==> src/rtl/tdm_router_pkg.sv <==
package tdm_router_pkg;

  localparam int ENTRY_W = 4;
  localparam int SEL_W   = 3;

  localparam int PORT_LOCAL = 0;
  localparam int PORT_NORTH = 1;
  localparam int PORT_EAST  = 2;
  localparam int PORT_SOUTH = 3;
  localparam int PORT_WEST  = 4;

  // Dimension-order choice: correct X first, then Y, then deliver locally.
  function automatic int xy_route(input int dst_x, input int dst_y,
                                  input int here_x, input int here_y);
    if (dst_x > here_x)      return PORT_EAST;
    else if (dst_x < here_x) return PORT_WEST;
    else if (dst_y > here_y) return PORT_NORTH;
    else if (dst_y < here_y) return PORT_SOUTH;
    else                     return PORT_LOCAL;
  endfunction

endpackage

==> src/rtl/tdm_slot_timer.sv <==
module tdm_slot_timer #(
  parameter  int SLOTS    = 8,
  parameter  int SLOT_LEN = 4,
  localparam int SW = (SLOTS > 1) ? $clog2(SLOTS) : 1,
  localparam int CW = (SLOT_LEN > 1) ? $clog2(SLOT_LEN) : 1
) (
  input  logic          clk,
  input  logic          rst_n,
  output logic [SW-1:0] slot_idx,
  output logic          round_end
);

  logic [CW-1:0] cyc_q, cyc_d;
  logic [SW-1:0] slot_q, slot_d;
  logic          slot_end;

  always_comb begin
    slot_end  = (cyc_q == CW'(SLOT_LEN - 1));
    round_end = slot_end && (slot_q == SW'(SLOTS - 1));
    cyc_d     = slot_end ? '0 : cyc_q + 1'b1;
    slot_d    = slot_q;
    if (slot_end) slot_d = round_end ? '0 : slot_q + 1'b1;
  end

  always_ff @(posedge clk or negedge rst_n) begin
    if (!rst_n) begin
      cyc_q  <= '0;
      slot_q <= '0;
    end else begin
      cyc_q  <= cyc_d;
      slot_q <= slot_d;
    end
  end

  assign slot_idx = slot_q;

  assert_slot_wrap_R1: assert property (@(posedge clk) disable iff (!rst_n)
    (slot_q == SW'(SLOTS - 1) && cyc_q == CW'(SLOT_LEN - 1)) |=> (slot_q == '0));

  assert_slot_hold_R1: assert property (@(posedge clk) disable iff (!rst_n)
    (cyc_q != CW'(SLOT_LEN - 1)) |=> $stable(slot_q));

endmodule

==> src/rtl/tdm_slot_table.sv <==
module tdm_slot_table #(
  parameter  int SLOTS = 8,
  parameter  int NP    = 5,
  parameter  int EW    = NP * 4,
  localparam int SW = (SLOTS > 1) ? $clog2(SLOTS) : 1
) (
  input  logic          clk,
  input  logic          rst_n,
  input  logic          cfg_we,
  input  logic [SW-1:0] cfg_addr,
  input  logic [EW-1:0] cfg_entry,
  input  logic          round_end,
  input  logic [SW-1:0] slot_idx,
  output logic [EW-1:0] cur_entry
);

  logic [SLOTS-1:0][EW-1:0] shadow_q, shadow_d;
  logic [SLOTS-1:0][EW-1:0] active_q, active_d;

  always_comb begin
    shadow_d = shadow_q;
    for (int s = 0; s < SLOTS; s++) begin
      if (cfg_we && (cfg_addr == SW'(s))) shadow_d[s] = cfg_entry;
    end
    // The copy takes the shadow as it stood before this cycle's write.
    active_d = round_end ? shadow_q : active_q;
  end

  always_ff @(posedge clk or negedge rst_n) begin
    if (!rst_n) begin
      shadow_q <= '0;
      active_q <= '0;
    end else begin
      shadow_q <= shadow_d;
      active_q <= active_d;
    end
  end

  always_comb begin
    cur_entry = '0;
    for (int s = 0; s < SLOTS; s++) begin
      if (slot_idx == SW'(s)) cur_entry = active_q[s];
    end
  end

  assert_active_hold_R9: assert property (@(posedge clk) disable iff (!rst_n)
    !round_end |=> $stable(active_q));

endmodule

==> src/rtl/tdm_be_fifo.sv <==
module tdm_be_fifo #(
  parameter  int W     = 16,
  parameter  int DEPTH = 4,
  localparam int AW = (DEPTH > 1) ? $clog2(DEPTH) : 1,
  localparam int NW = $clog2(DEPTH + 1)
) (
  input  logic         clk,
  input  logic         rst_n,
  input  logic         in_valid,
  output logic         in_ready,
  input  logic [W-1:0] in_data,
  output logic         head_valid,
  output logic [W-1:0] head_data,
  input  logic         pop
);

  logic [DEPTH-1:0][W-1:0] mem_q, mem_d;
  logic [AW-1:0]           wr_q, wr_d, rd_q, rd_d;
  logic [NW-1:0]           cnt_q, cnt_d;
  logic                    push, take;

  always_comb begin
    in_ready   = (cnt_q != NW'(DEPTH));
    head_valid = (cnt_q != '0);
    head_data  = mem_q[rd_q];
    push       = in_valid && in_ready;
    take       = pop && head_valid;
    mem_d      = mem_q;
    wr_d       = wr_q;
    rd_d       = rd_q;
    if (push) begin
      mem_d[wr_q] = in_data;
      wr_d        = (wr_q == AW'(DEPTH - 1)) ? '0 : wr_q + 1'b1;
    end
    if (take) rd_d = (rd_q == AW'(DEPTH - 1)) ? '0 : rd_q + 1'b1;
    cnt_d = cnt_q + NW'(push) - NW'(take);
  end

  always_ff @(posedge clk or negedge rst_n) begin
    if (!rst_n) begin
      mem_q <= '0;
      wr_q  <= '0;
      rd_q  <= '0;
      cnt_q <= '0;
    end else begin
      mem_q <= mem_d;
      wr_q  <= wr_d;
      rd_q  <= rd_d;
      cnt_q <= cnt_d;
    end
  end

  assert_no_overflow_R7: assert property (@(posedge clk) disable iff (!rst_n)
    (in_valid && !in_ready) |=> (cnt_q <= $past(cnt_q)));

endmodule

==> src/rtl/tdm_router.sv <==
module tdm_router
  import tdm_router_pkg::*;
#(
  parameter  int NP       = 5,
  parameter  int W        = 16,
  parameter  int SLOTS    = 8,
  parameter  int SLOT_LEN = 4,
  parameter  int BE_DEPTH = 4,
  parameter  int COORD_W  = 2,
  parameter  int MY_X     = 1,
  parameter  int MY_Y     = 1,
  localparam int SW = (SLOTS > 1) ? $clog2(SLOTS) : 1,
  localparam int EW = NP * ENTRY_W
) (
  input  logic                   clk,
  input  logic                   rst_n,
  input  logic                   cfg_we,
  input  logic [SW-1:0]          cfg_addr,
  input  logic [EW-1:0]          cfg_entry,
  input  logic [NP-1:0]          gs_in_valid,
  input  logic [NP-1:0][W-1:0]   gs_in_data,
  input  logic [NP-1:0]          be_in_valid,
  output logic [NP-1:0]          be_in_ready,
  input  logic [NP-1:0][W-1:0]   be_in_data,
  output logic [NP-1:0]          out_valid,
  output logic [NP-1:0]          out_gs,
  output logic [NP-1:0][W-1:0]   out_data,
  input  logic [NP-1:0]          out_ready,
  output logic [SW-1:0]          cur_slot
);

  logic                         round_end;
  logic [EW-1:0]                cur_entry;
  logic [NP-1:0]                gs_vld_q, gs_vld_d;
  logic [NP-1:0][W-1:0]         gs_dat_q, gs_dat_d;
  logic [NP-1:0]                be_head_vld, be_pop;
  logic [NP-1:0][W-1:0]         be_head;
  logic [NP-1:0][SEL_W-1:0]     be_route;
  logic [NP-1:0]                reserved, gs_hit, be_hit;
  logic [NP-1:0][SEL_W-1:0]     gs_src, be_src;

  tdm_slot_timer #(.SLOTS(SLOTS), .SLOT_LEN(SLOT_LEN)) u_timer (
    .clk       (clk),
    .rst_n     (rst_n),
    .slot_idx  (cur_slot),
    .round_end (round_end)
  );

  tdm_slot_table #(.SLOTS(SLOTS), .NP(NP), .EW(EW)) u_table (
    .clk       (clk),
    .rst_n     (rst_n),
    .cfg_we    (cfg_we),
    .cfg_addr  (cfg_addr),
    .cfg_entry (cfg_entry),
    .round_end (round_end),
    .slot_idx  (cur_slot),
    .cur_entry (cur_entry)
  );

  for (genvar p = 0; p < NP; p++) begin : g_be
    tdm_be_fifo #(.W(W), .DEPTH(BE_DEPTH)) u_fifo (
      .clk        (clk),
      .rst_n      (rst_n),
      .in_valid   (be_in_valid[p]),
      .in_ready   (be_in_ready[p]),
      .in_data    (be_in_data[p]),
      .head_valid (be_head_vld[p]),
      .head_data  (be_head[p]),
      .pop        (be_pop[p])
    );
  end

  // One-flit GS holding register per input; a scheduled flit never waits.
  always_comb begin
    gs_vld_d = gs_in_valid;
    for (int p = 0; p < NP; p++) begin
      gs_dat_d[p] = gs_in_valid[p] ? gs_in_data[p] : gs_dat_q[p];
    end
  end

  always_ff @(posedge clk or negedge rst_n) begin
    if (!rst_n) begin
      gs_vld_q <= '0;
      gs_dat_q <= '0;
    end else begin
      gs_vld_q <= gs_vld_d;
      gs_dat_q <= gs_dat_d;
    end
  end

  always_comb begin
    for (int i = 0; i < NP; i++) begin
      be_route[i] = SEL_W'(xy_route(
        int'(be_head[i][W-1 -: COORD_W]),
        int'(be_head[i][W-1-COORD_W -: COORD_W]),
        MY_X, MY_Y));
    end
  end

  // Crossbar: the table decides GS; free outputs go to BE by input order.
  always_comb begin
    for (int o = 0; o < NP; o++) begin
      reserved[o] = cur_entry[o*ENTRY_W + SEL_W];
      gs_src[o]   = cur_entry[o*ENTRY_W +: SEL_W];
      gs_hit[o]   = 1'b0;
      be_hit[o]   = 1'b0;
      be_src[o]   = '0;
      for (int i = 0; i < NP; i++) begin
        if (reserved[o] && gs_src[o] == SEL_W'(i)) gs_hit[o] = gs_vld_q[i];
      end
      for (int i = NP - 1; i >= 0; i--) begin
        if (!reserved[o] && be_head_vld[i] && be_route[i] == SEL_W'(o)) begin
          be_hit[o] = 1'b1;
          be_src[o] = SEL_W'(i);
        end
      end
      out_valid[o] = gs_hit[o] || be_hit[o];
      out_gs[o]    = gs_hit[o];
      out_data[o]  = '0;
      for (int i = 0; i < NP; i++) begin
        if (gs_hit[o] && gs_src[o] == SEL_W'(i))      out_data[o] = gs_dat_q[i];
        else if (be_hit[o] && be_src[o] == SEL_W'(i)) out_data[o] = be_head[i];
      end
    end
  end

  always_comb begin
    for (int i = 0; i < NP; i++) begin
      be_pop[i] = 1'b0;
      for (int o = 0; o < NP; o++) begin
        if (be_hit[o] && be_src[o] == SEL_W'(i) && out_ready[o]) be_pop[i] = 1'b1;
      end
    end
  end

  for (genvar o = 0; o < NP; o++) begin : g_chk
    assert_be_not_on_reserved_R4: assert property (@(posedge clk) disable iff (!rst_n)
      (out_valid[o] && !out_gs[o]) |-> !cur_entry[o*ENTRY_W + SEL_W]);

    assert_gs_has_source_R2: assert property (@(posedge clk) disable iff (!rst_n)
      (out_valid[o] && out_gs[o]) |-> $past(|gs_in_valid));
  end

endmodule

==> config.mk <==
export PLATFORM = sky130hd
export DESIGN_NAME = tdm_router
export DESIGN_NICKNAME = d
export VERILOG_FILES = /design/src/rtl/tdm_router_pkg.sv /design/src/rtl/tdm_slot_timer.sv /design/src/rtl/tdm_slot_table.sv /design/src/rtl/tdm_be_fifo.sv /design/src/rtl/tdm_router.sv
export SDC_FILE = /design/constraint.sdc
export NUM_CORES = 1
export LEC_CHECK = 0
export BUFFER_PORTS_ARGS = -buffer_cell sky130_fd_sc_hd__buf_2
export CAP_MARGIN = 20
export CORE_ASPECT_RATIO = 0.7
export CORE_MARGIN = 2
export CORE_UTILIZATION = 35
export CTS_CLUSTER_SIZE = 12
export DETAILED_ROUTE_END_ITERATION = 6
export GPL_TIMING_DRIVEN = 0
export SYNTH_ARGS = -nofsm -noshare
export SYNTH_HDL_FRONTEND = slang
export SYNTH_SLANG_ARGS = --single-unit
==> constraint.sdc <==
create_clock -name clk -period 12.1 [get_ports clk]
set_input_delay 1.21 -clock clk [delete_from_list [all_inputs] [get_ports clk]]
set_output_delay 1.21 -clock clk [all_outputs]
set_load 0.01 [all_outputs]
==> metrics <==
via-per-instance ratio about 6.2; hpwl dp 131000 um; DRC 25; most area-hungry cell type in the Yosys netlist dfrtp_1; filler instances roughly 11000; placed cell areas 43260 um2; initial antenna violation count 22; Core ar. about 110000 um2; Detailed Route Iter0 Violations around 4600; CP max stage cell o31ai_1; Post-CTS Setup Repair Bufs 0; area grow syn2layout 16.04%; PostCTS Resize Cnt 0; All-Layer GR Usage 0.2917; final setup fails 0; fmax 113.9 MHz; CTS tree yes; first drt pass iteration count 7; CTS buffer count 79; Max stage delay on crit path ~800 ps; DIE WIDTH 405.5 um; Syn Area/Cell approximately 12 um2; CP top delay family buffers and inverters; Synth area leaders dfrtp_1 48%, mux2_2 21%, mux4_2 4.4%; WL final around 170000 um; violated checks design-rule violations; Worst-Margin Slew 1333 ps; Clock Latency Late Sink 700 ps; post-synthesis register bit count 765; Syn Std Cell Area 39500 um2; Slew Viols, Final 0; Worst Path Arrival about 7600 ps; nets about 3800; Ys Warns 0; share of cells above drive strength 1 0.3735; ordered cell list for the critical path buf_4, buf_6, buf_2, inv_2, ha_1, buf_2, or2_1, buf_2, a221oi_1, o211a_1, or2_1, clkbuf_1, or4_1, clkbuf_1, o21ai_0, o31ai_1, buf_2; largest net degree at the start of global routing around 110; min setup slack post-route ~3300 ps; outcome finished with violations; Post-Synthesis Cells around 3200; die area approximately 120000 um2; via count ~32000; CP Buf/Inv Count 9; total grt overflow 0; number of enable flip-flop cells after synthesis 0; post-route cell area roughly 46000 um2; most frequent cells in the layout 765 x dfrtp_1, 729 x mux2_2, 346 x buf_2; most frequent CP cell buf_2; Rows a little over 100; clock skew a little under 40 ps; Hold Violations, Final 0; unrepaired setup endpoints after global routing no; sequential element share of the synthesized area 0.4847; Routed wire per std cell approximately 33 um; fin crit share 0.7256; Final GP Congestion 1.071; PD cells about 290 nW/um2; Final min period between 8000 and 9000 ps; first-pass GRT wire length 238800 um; hold buffers post-CTS 0; Peak VDD IR approximately 160 uV; Most used DFF post-synth dfrtp_1; Static Leak between 15 and 20 nW; CP Class register to primary output; Unique masters post-synth roughly 100; syn_nets ~3400; utilization after layout 0.4079; input/output buffers 298; max_slew headroom 0.1113; worst-path maximum fanout 10; Yosys top cell area share 0.4847; CP Capture Type primary output; Die Span Y 285.1 um; Post-synth ARST share 1.000; Clk pin slew, worst setup/hold paths approximately 60 ps; Initial Utilization 0.3515; worst endpoint required time 10890 ps; leading cell type in the layout, fill and taps excluded dfrtp_1; vias in the first global route between 30000 and 40000; maxcap violations 0; startpoint types register; CTS Buffer Depth 3; clk sinks between 700 and 800; htree depth 3; total power approximately 13 mW; HP Class register to register; Final ANT Viol Nets 0; num ports about 300; clock root buffer clkbuf_16; dpl ws approximately 4400 ps
==> Yosys cell counts, types with 20 or more instances <==
| library cell | count |
|---|---|
| a21oi_1 | 52 |
| a31oi_1 | 37 |
| a221oi_1 | 66 |
| or3_1 | 35 |
| o21ai_0 | 84 |
| nor2_1 | 105 |
| a211oi_1 | 20 |
| dfrtp_1 | 765 |
| nor3_1 | 28 |
| a222oi_1 | 70 |
| mux2_2 | 729 |
| inv_1 | 84 |
| a22oi_1 | 41 |
| clkbuf_1 | 127 |
| buf_2 | 45 |
| nand3_1 | 29 |
| nand3b_1 | 21 |
| o22ai_1 | 65 |
| mux4_2 | 78 |
| ha_1 | 42 |
| mux2i_1 | 26 |
| nor2b_1 | 23 |
| nand2_1 | 191 |
==> routing by layer <==
| layer | wire, um | vias up | part of all wire | global-route usage |
|---|---|---|---|---|
| met2 | 65800 | 1932 | 0.38 | 0.3756 |
| li1 | - | 13060 | - | - |
| met3 | 22040 | 351 | 0.13 | 0.1304 |
| met1 | 78380 | 16880 | 0.46 | 0.4323 |
| met4 | 5360 | 16 | 0.031 | 0.07974 |
| met5 | 305 | - | 0.0018 | 0.01510 |
==> worst register-to-register path, delay by kind of cell (launching register included) <==
kind                       cells  cell delay [ps]
buffers and inverters          9             2020
AOI/OAI and AO/OA              4             1800
and+or+nand+nor                3             1400
adders and majority gates      4             1080
DFF                            1              450
xor gates and xnor gates       2              330
==> layout make-up <==
| cell class | instances | area, um2 | share of cell area |
|---|---|---|---|
| Antenna cell | 12 | 30.03 | 0.0006551 |
| Multi-Input combinational cell | 2126 | 19100 | 0.4166 |
| Buffer | 214 | 998.5 | 0.02178 |
| Inverter | 86 | 322.8 | 0.007043 |
| Clock buffer | 116 | 2276 | 0.04965 |
| Clock inverter | 14 | 246.5 | 0.005378 |
| Timing Repair Buffer | 318 | 1818 | 0.03966 |
| Sequential cell | 765 | 19140 | 0.4177 |
| Tap cell | 1522 | 1904 | 0.04155 |
==> flip-flops by register name (all words and copies together) (netlist names) <==
signal and cells:
g_be.u_fifo.mem_q 320, u_table.active_q 160, u_table.shadow_q 160, gs_dat_q 80, g_be.u_fifo.cnt_q 15, g_be.u_fifo.rd_q 10, g_be.u_fifo.wr_q 10, gs_vld_q 5
u_timer.slot_idx 3, u_timer.cyc_q 2
==> metrics by stage <==
| step | instances | TNS [ps] | hold WS (ps) |
|---|---|---|---|
| after floorplan | 3191 | 0 | 403.1 |
| after global placement | 5011 | -5144050 | 414.2 |
| after detailed placement | 5030 | 0 | 420.8 |
| after CTS | 5160 | 0 | 429.9 |
| after global routing | 5164 | 0 | 447.3 |
| final | 5173 | 0 | 425.5 |
==> power by group <==
group / switching (mW) / internal, mW / leakage (nW) / total (mW)
Combinational: 4.35 / 2.44 / 8.96 / 6.79
Sequential: 0.571 / 3.44 / 9.11 / 4.01
Clock: 1.08 / 1.34 / 1.22 / 2.42
Total: 6.00 / 7.22 / 19.3 / 13.2
==> cells by family after synthesis <==
group                    count (synthesis)  synth area share
adder cells (fa/ha/maj)                 47           0.01584
buffers and inverters                  300           0.03345
XOR/XNOR                                10          0.002218
AND/OR/NAND/NOR                        576           0.07660
multiplexers                           833            0.2589
flip-flops                             765            0.4847
AO/OA/AOI/OAI                          660            0.1283
==> path summary, 6_finish.rpt <==
path                                           from                       end  slack (ps)  depth (start not counted)
worst max-delay path            u_timer.slot_idx[2]              out_data[22]        3320                         17
worst min-delay path               u_timer.cyc_q[0]          u_timer.cyc_q[0]         430                          1
worst max register to register  u_timer.slot_idx[2]   g_be[4].u_fifo.cnt_q[2]        4980                         22
worst min register to register     u_timer.cyc_q[0]          u_timer.cyc_q[0]         430                          1
max in group asynchronous                     rst_n     u_table.shadow_q[154]        9550                          4
min in group asynchronous                     rst_n  g_be[1].u_fifo.mem_q[23]         500                          1
Power figures use the tool's default switching activity.
